## config.mk

```make
export PLATFORM = sky130hd
export DESIGN_NAME = reset_source_ctrl
export DESIGN_NICKNAME = d
export VERILOG_FILES = /design/src/rtl/reset_source_ctrl_pkg.sv /design/src/rtl/reset_source_ctrl_cause.sv /design/src/rtl/reset_source_ctrl_seq.sv /design/src/rtl/reset_source_ctrl_status.sv /design/src/rtl/reset_source_ctrl.sv
export SDC_FILE = /design/constraint.sdc
export NUM_CORES = 1
export LEC_CHECK = 0
export BUFFER_PORTS_ARGS = -buffer_cell sky130_fd_sc_hd__buf_2
export CORE_MARGIN = 2
export CORE_UTILIZATION = 48
export CTS_CLUSTER_SIZE = 30
export DETAILED_ROUTE_END_ITERATION = 10
export HOLD_SLACK_MARGIN = 0.08
export PLACE_DENSITY = 0.73
export SLEW_MARGIN = 20
export SYNTH_ARGS = -nofsm -noshare
export SYNTH_HDL_FRONTEND = slang
export SYNTH_SLANG_ARGS = --single-unit
export TNS_END_PERCENT = 10
```

## constraint.sdc

```tcl
create_clock -name clk -period 1.8 [get_ports clk]
set_clock_uncertainty 0.1 [all_clocks]
set_input_delay 0.18 -clock clk [delete_from_list [all_inputs] [get_ports clk]]
set_output_delay 0.18 -clock clk [all_outputs]
set_load 0.1 [all_outputs]
```

## src/rtl/reset_source_ctrl_pkg.sv

```systemverilog
package reset_source_ctrl_pkg;

    localparam int CAUSE_W = 5;

    localparam int CZ_POR  = 0;
    localparam int CZ_WDOG = 1;
    localparam int CZ_OP   = 2;
    localparam int CZ_ADDR = 3;
    localparam int CZ_EXT  = 4;

    typedef enum logic [2:0] {
        ST_POR = 3'd0,   // oscillator settle count
        ST_PHA = 3'd1,   // first recovery phase
        ST_PHB = 3'd2,   // second recovery phase
        ST_PIN = 3'd3,   // internal cause, pin pulled low
        ST_EXT = 3'd4,   // external pin held low
        ST_VLO = 3'd5,   // vector fetch, low byte address
        ST_VHI = 3'd6,   // vector fetch, high address
        ST_RUN = 3'd7
    } rsc_state_e;

endpackage

```

## src/rtl/reset_source_ctrl_cause.sv

```systemverilog
module reset_source_ctrl_cause
    import reset_source_ctrl_pkg::*;
(
    input  logic               accept,
    input  logic               cfg_wdog_off,
    input  logic               cfg_stop_en,
    input  logic               wdog_ovf,
    input  logic               cpu_bad_op,
    input  logic               cpu_stop_op,
    input  logic               bus_cyc,
    input  logic               bus_opfetch,
    input  logic               map_hit,
    input  logic               ext_rst_n,
    output logic               int_req,
    output logic               ext_req,
    output logic [CAUSE_W-1:0] set_mask
);

    logic hit_wdog;
    logic hit_op;
    logic hit_addr;
    logic hit_ext;

    always_comb begin
        hit_wdog = wdog_ovf & ~cfg_wdog_off;
        hit_op   = cpu_bad_op | (cpu_stop_op & ~cfg_stop_en);
        hit_addr = bus_cyc & bus_opfetch & ~map_hit;
        hit_ext  = ~ext_rst_n;

        set_mask = '0;
        if (accept) begin
            if (hit_wdog)      set_mask[CZ_WDOG] = 1'b1;
            else if (hit_op)   set_mask[CZ_OP]   = 1'b1;
            else if (hit_addr) set_mask[CZ_ADDR] = 1'b1;
            else if (hit_ext)  set_mask[CZ_EXT]  = 1'b1;
        end

        int_req = set_mask[CZ_WDOG] | set_mask[CZ_OP] | set_mask[CZ_ADDR];
        ext_req = set_mask[CZ_EXT];
    end

endmodule

```

## src/rtl/reset_source_ctrl_seq.sv

```systemverilog
module reset_source_ctrl_seq
    import reset_source_ctrl_pkg::*;
#(
    parameter int POR_CYC = 4096,
    parameter int PH_CYC  = 32,
    parameter int PIN_CYC = 32,
    parameter int AW      = 16
) (
    input  logic          clk,
    input  logic          por_n,
    input  logic          int_req,
    input  logic          ext_req,
    input  logic          ext_low,
    output logic          core_rst,
    output logic          pin_pull,
    output logic          vec_fetch,
    output logic [AW-1:0] vec_addr,
    output logic          accept
);

    localparam int MAX_A = (POR_CYC > PH_CYC) ? POR_CYC : PH_CYC;
    localparam int MAXC  = (MAX_A > PIN_CYC) ? MAX_A : PIN_CYC;
    localparam int CW    = $clog2(MAXC + 1);

    localparam logic [CW-1:0] POR_LAST = CW'(POR_CYC - 1);
    localparam logic [CW-1:0] PH_LAST  = CW'(PH_CYC - 1);
    localparam logic [CW-1:0] PIN_LAST = CW'(PIN_CYC - 1);

    localparam logic [AW-1:0] VEC_HI = '1;
    localparam logic [AW-1:0] VEC_LO = VEC_HI - AW'(1);

    typedef struct packed {
        rsc_state_e      st;
        logic [CW-1:0]   cnt;
    } seq_t;

    seq_t seq_d;
    seq_t seq_q;

    always_comb begin
        seq_d = seq_q;
        unique case (seq_q.st)
            ST_POR: begin
                if (seq_q.cnt == POR_LAST) begin
                    seq_d.st  = ST_PHA;
                    seq_d.cnt = '0;
                end else begin
                    seq_d.cnt = seq_q.cnt + CW'(1);
                end
            end
            ST_PHA: begin
                if (seq_q.cnt == PH_LAST) begin
                    seq_d.st  = ST_PHB;
                    seq_d.cnt = '0;
                end else begin
                    seq_d.cnt = seq_q.cnt + CW'(1);
                end
            end
            ST_PHB: begin
                if (seq_q.cnt == PH_LAST) begin
                    seq_d.st  = ST_VLO;
                    seq_d.cnt = '0;
                end else begin
                    seq_d.cnt = seq_q.cnt + CW'(1);
                end
            end
            ST_PIN: begin
                if (seq_q.cnt == PIN_LAST) begin
                    seq_d.st  = ST_VLO;
                    seq_d.cnt = '0;
                end else begin
                    seq_d.cnt = seq_q.cnt + CW'(1);
                end
            end
            ST_EXT: begin
                if (!ext_low) seq_d.st = ST_VLO;
            end
            ST_VLO: seq_d.st = ST_VHI;
            ST_VHI: seq_d.st = ST_RUN;
            ST_RUN: begin
                seq_d.cnt = '0;
                if (int_req)      seq_d.st = ST_PIN;
                else if (ext_req) seq_d.st = ST_EXT;
            end
            default: seq_d.st = ST_POR;
        endcase
    end

    always_ff @(posedge clk or negedge por_n) begin
        if (!por_n) begin
            seq_q.st  <= ST_POR;
            seq_q.cnt <= '0;
        end else begin
            seq_q <= seq_d;
        end
    end

    always_comb begin
        accept    = (seq_q.st == ST_RUN);
        vec_fetch = (seq_q.st == ST_VLO) || (seq_q.st == ST_VHI);
        core_rst  = !(accept || vec_fetch);
        pin_pull  = (seq_q.st == ST_PIN);
        if (seq_q.st == ST_VLO)      vec_addr = VEC_LO;
        else if (seq_q.st == ST_VHI) vec_addr = VEC_HI;
        else                         vec_addr = '0;
    end

endmodule

```

## src/rtl/reset_source_ctrl_status.sv

```systemverilog
module reset_source_ctrl_status
    import reset_source_ctrl_pkg::*;
(
    input  logic               clk,
    input  logic               por_n,
    input  logic [CAUSE_W-1:0] set_mask,
    input  logic               stat_rd,
    output logic [CAUSE_W-1:0] stat
);

    localparam logic [CAUSE_W-1:0] POR_VAL = CAUSE_W'(1) << CZ_POR;

    logic [CAUSE_W-1:0] stat_d;
    logic [CAUSE_W-1:0] stat_q;

    always_comb begin
        stat_d = stat_q;
        if (|set_mask)    stat_d = set_mask;
        else if (stat_rd) stat_d = '0;
    end

    always_ff @(posedge clk or negedge por_n) begin
        if (!por_n) stat_q <= POR_VAL;
        else        stat_q <= stat_d;
    end

    assign stat = stat_q;

endmodule

```

## src/rtl/reset_source_ctrl.sv

```systemverilog
module reset_source_ctrl
    import reset_source_ctrl_pkg::*;
#(
    parameter int POR_CYC = 4096,
    parameter int PH_CYC  = 32,
    parameter int PIN_CYC = 32,
    parameter int AW      = 16
) (
    input  logic               clk,
    input  logic               por_n,
    input  logic               cfg_wdog_off,
    input  logic               cfg_stop_en,
    input  logic               wdog_ovf,
    input  logic               cpu_bad_op,
    input  logic               cpu_stop_op,
    input  logic               bus_cyc,
    input  logic               bus_opfetch,
    input  logic               map_hit,
    input  logic               ext_rst_n,
    input  logic               stat_rd,
    output logic               core_rst,
    output logic               pin_pull,
    output logic               vec_fetch,
    output logic [AW-1:0]      vec_addr,
    output logic [CAUSE_W-1:0] stat
);

    logic               accept;
    logic               int_req;
    logic               ext_req;
    logic [CAUSE_W-1:0] set_mask;

    reset_source_ctrl_cause u_cause (
        .accept       (accept),
        .cfg_wdog_off (cfg_wdog_off),
        .cfg_stop_en  (cfg_stop_en),
        .wdog_ovf     (wdog_ovf),
        .cpu_bad_op   (cpu_bad_op),
        .cpu_stop_op  (cpu_stop_op),
        .bus_cyc      (bus_cyc),
        .bus_opfetch  (bus_opfetch),
        .map_hit      (map_hit),
        .ext_rst_n    (ext_rst_n),
        .int_req      (int_req),
        .ext_req      (ext_req),
        .set_mask     (set_mask)
    );

    reset_source_ctrl_seq #(
        .POR_CYC (POR_CYC),
        .PH_CYC  (PH_CYC),
        .PIN_CYC (PIN_CYC),
        .AW      (AW)
    ) u_seq (
        .clk       (clk),
        .por_n     (por_n),
        .int_req   (int_req),
        .ext_req   (ext_req),
        .ext_low   (~ext_rst_n),
        .core_rst  (core_rst),
        .pin_pull  (pin_pull),
        .vec_fetch (vec_fetch),
        .vec_addr  (vec_addr),
        .accept    (accept)
    );

    reset_source_ctrl_status u_status (
        .clk      (clk),
        .por_n    (por_n),
        .set_mask (set_mask),
        .stat_rd  (stat_rd),
        .stat     (stat)
    );

endmodule

```

==> results.sh <==
export IMPL_syn_to_final_growth_pct=48.1
export IMPL_synth_seq_cells=21
export IMPL_firstDrtPassIters=7
export IMPL_max_slew_worst_pin_slew_ns=0.489
export IMPL_place_gp_congestion=0.882
export IMPL_numPortBuffers=35
export IMPL_grt_pass1_vias=1393
export IMPL_vias=1464
export IMPL_worst_ep_arrival_time_ns=2.06
export IMPL_root_buffer="clkbuf_4"
export IMPL_setup_viol=29
export IMPL_clkTransAtPathRegs_ns=0.12
export IMPL_endpoint_kind="flop"
export IMPL_dieArea_um2=3470
export IMPL_viasPerCell=6.02
export IMPL_hold_ws_ns=0.135
export IMPL_combPwrFrac_pct=67.5
export IMPL_p_total_mw=2.67
export IMPL_synth_fp_nets=181
export IMPL_syn_inst=168
export IMPL_critical_path_top_delay_family="simple AND/OR/NAND/NOR gates"
export IMPL_die_w_um=58.9
export IMPL_cpMaxStageDelayCell="or4_4"
export IMPL_p_int_mw=1.32
export IMPL_wl_per_cell_um=16.6
export IMPL_rows=19
export IMPL_fin_nets=226
export IMPL_numCtsBuffers=3
export IMPL_cp_max_fo=9
export IMPL_ios=36
export IMPL_ys_warnings_count=0
export IMPL_route_met2_wl_um=2010
export IMPL_drcViolationCount=4
export IMPL_crit_chain="or4_4, o31ai_4, a22oi_4, nand2_4, o22ai_1"
export IMPL_n_fill_cell=200
export IMPL_postLayoutSetupSlackWorst_ns=-0.152
export IMPL_clockPowerShare_pct=9.0
export IMPL_drv_slew=0
export IMPL_drt_met1_wl_um=1680
export IMPL_ys_types=45
export IMPL_cts_buffer_depth=2
export IMPL_finalCriticalPeriod_ns=1.95
export IMPL_status="finished, violations left"
export IMPL_multi_input_area_um2=826
export IMPL_post_route_period_util_pct=108
export IMPL_finalHoldViolations=0
export IMPL_die_height_um=58.9
export IMPL_regArea_um2=527
export IMPL_cp_start_kind="flop"
export IMPL_slowest_delay_ns=0.57
export IMPL_critPathKind="flop to flop"
export IMPL_max_cap_viol_count=0
export IMPL_track_usage_pct=24.7
export IMPL_violations="DRC, setup timing"
export IMPL_drive_gt1_share_pct=42.9
export IMPL_min_path_type="input pin to flop"
export IMPL_htree_levels=1
export IMPL_seq_power_share_pct=23.5
export IMPL_rsz0062_at_grt="true"
export IMPL_grt_start_max_net_pins=22
export IMPL_grt_pass1_wl_um=6550
export IMPL_drtIter0Drc=68
export IMPL_antennaDiodeCount=0
export IMPL_start_util_pct=51.5
export IMPL_power_leakage_nw=1.00
export IMPL_synth_avg_cell_area_um2=8.60
export IMPL_routed_top_layer="met4"
export IMPL_grt_overflow=0
export IMPL_ant_nets=0
export IMPL_powerDensity_nw_per_um2=1250
export IMPL_crit_required_ns=1.91
export IMPL_synth_area_um2=1450
export IMPL_routed_wl_um=4020
export IMPL_cts_num_sinks=21
export IMPL_switching_share_pct=50.4
export IMPL_slew_headroom_pct=67.4
export IMPL_coreArea_um2=2810
export IMPL_clk_latency_ns=0.32
export IMPL_dp_hpwl_um=3010
export IMPL_max_freq_mhz=512
export IMPL_switching_power_mw=1.35
export IMPL_cts_tree="done"
export IMPL_yosysSeqAreaShare_pct=36.5
export IMPL_fin_tns_setup_ns=-3.38
export IMPL_crit_buf_inv=0
export IMPL_wl_met3_um=266
export IMPL_ir_drop_v=0.000891
export IMPL_antenna_found_initial=0
[path summary, 6_finish.rpt]
path | startpoint | to | slack [ns] | cells past startpoint
worst max-delay path | u_seq.seq_q[10]$_DFFE_PN0P_ | u_seq.seq_q[3]$_DFFE_PN0P_ | -0.15 | 5
worst min-delay path | ext_rst_n | u_status.stat[4]$_DFFE_PN0P_ | 0.14 | 4
worst max register to register | u_seq.seq_q[10]$_DFFE_PN0P_ | u_seq.seq_q[3]$_DFFE_PN0P_ | -0.15 | 5
worst min register to register | u_status.stat[2]$_DFFE_PN0P_ | u_status.stat[2]$_DFFE_PN0P_ | 0.41 | 1
max in group asynchronous | por_n | u_status.stat[0]$_DFFE_PN1P_ | 0.99 | 2
min in group asynchronous | por_n | u_seq.seq_q[1]$_DFFE_PN0P_ | 0.25 | 2
[kinds of logic (layout without fill, tap and decap cells)]
kind of cell | after synthesis | after routing | synth area share (%)
AO/OA/AOI/OAI | 39 | 39 | 19.9
adder cells (fa/ha/maj) | 1 | 1 | 0.866
buffers and inverters | 31 | 75 | 12.8
flip-flops | 21 | 21 | 36.5
AND/OR/NAND/NOR | 74 | 74 | 28.7
XOR/XNOR | 2 | 2 | 1.21
[cell type report]
type / count / area share, %
Clock buffer: 4 / 1.23
Inverter: 9 / 1.58
Multi-Input combinational cell: 116 / 38.6
Sequential cell: 21 / 24.6
Tap cell: 31 / 1.81
Timing Repair Buffer: 62 / 32.2
[power by group through the flow]
stage | clock network, mW | registers (mW) | logic, mW
after floorplan | 0 | 0.691 | 1.15
after global placement | 0 | 0.623 | 1.67
after detailed placement | 0 | 0.631 | 1.72
after CTS | 0.240 | 0.625 | 1.74
after global routing | 0.266 | 0.637 | 1.90
final | 0.241 | 0.627 | 1.80
[worst register-to-register path: stages, from the launching register on]
cell,delay (ns)
dfrtp_1,0.41
or4_4,0.57
o31ai_4,0.31
a22oi_4,0.18
nand2_4,0.18
o22ai_1,0.11
[synthesized netlist by cell type (all sizes together)]
| cell type | instances | area [um^2] |
|---|---|---|
| and3b | 1 | 8.76 |
| nor3 | 5 | 30.0 |
| xnor2 | 2 | 17.5 |
| nand2 | 17 | 71.3 |
| a22oi | 1 | 21.3 |
| dfstp | 1 | 26.3 |
| and4 | 3 | 27.5 |
| o21ai | 5 | 25.0 |
| a21oi | 12 | 60.1 |
| or2 | 2 | 12.5 |
| or4 | 2 | 22.5 |
| a21boi | 1 | 7.51 |
| nor4 | 4 | 31.3 |
| clkbuf | 2 | 7.51 |
| a31oi | 3 | 18.8 |
| nor2b | 1 | 6.26 |
| buf | 20 | 144 |
| a2111oi | 1 | 15.0 |
| dfrtp | 20 | 500 |
| nand3 | 8 | 40.0 |
| ha | 1 | 12.5 |
| a31o | 1 | 8.76 |
| nand2b | 7 | 43.8 |
| or3 | 2 | 12.5 |
| a21o | 1 | 7.51 |
| a221oi | 2 | 23.8 |
| nor2 | 14 | 52.6 |
| o31ai | 3 | 36.3 |
| inv | 9 | 33.8 |
| o22ai | 6 | 37.5 |
| a22o | 1 | 8.76 |
| o211ai | 1 | 7.51 |
| a32o | 1 | 10.0 |
| and2 | 1 | 6.26 |
| nand4 | 7 | 50.1 |
[what timing repair did]
item                                    CTS  global route
resized for setup                         3            13
hold endpoints to repair                 22             0
setup buffers                             0             2
pin swaps                                 6             7
endpoints found under the setup margin   30            31
hold buffers                              2             0
[cells in the final DEF (no fill, tap or decap), types with 4 or more instances in the layout]
cell type | synthesis | routed
nor3_1 | 4 | 4
nand2_1 | 16 | 15
buf_4 | 15 | 22
nand2b_1 | 7 | 5
o22ai_1 | 6 | 6
dfrtp_1 | 20 | 20
inv_1 | 9 | 9
nand4_1 | 6 | 6
nor2_1 | 14 | 13
buf_12 | 0 | 20
nand3_1 | 8 | 8
buf_2 | 4 | 16
a21oi_1 | 12 | 11
[layer usage]
metal	up-vias	track usage, %
met3	11	3.74
met1	713	34.9
met2	56	37.9
met5	-	0
met4	0	10.1
li1	684	-
[sequential cells by signal, summed over array words and instances (netlist names)]
name / cells
u_status.stat: 5
u_seq.seq_q: 16
[through the flow]
stage / setup WS (ns) / util, % / instance area (um^2) / cells
2_1_floorplan: -0.374 / - / 1500 / 168
3_3_place_gp: -0.0753 / 71.5 / 2010 / 235
3_5_place_dp: -0.167 / 71.5 / 2010 / 235
4_1_cts: -0.186 / 73.5 / 2060 / 241
5_1_grt: -0.233 / 76.3 / 2140 / 243
6_report: -0.152 / 76.3 / 2140 / 243
Note: power is estimated with default switching activity, not from simulation.
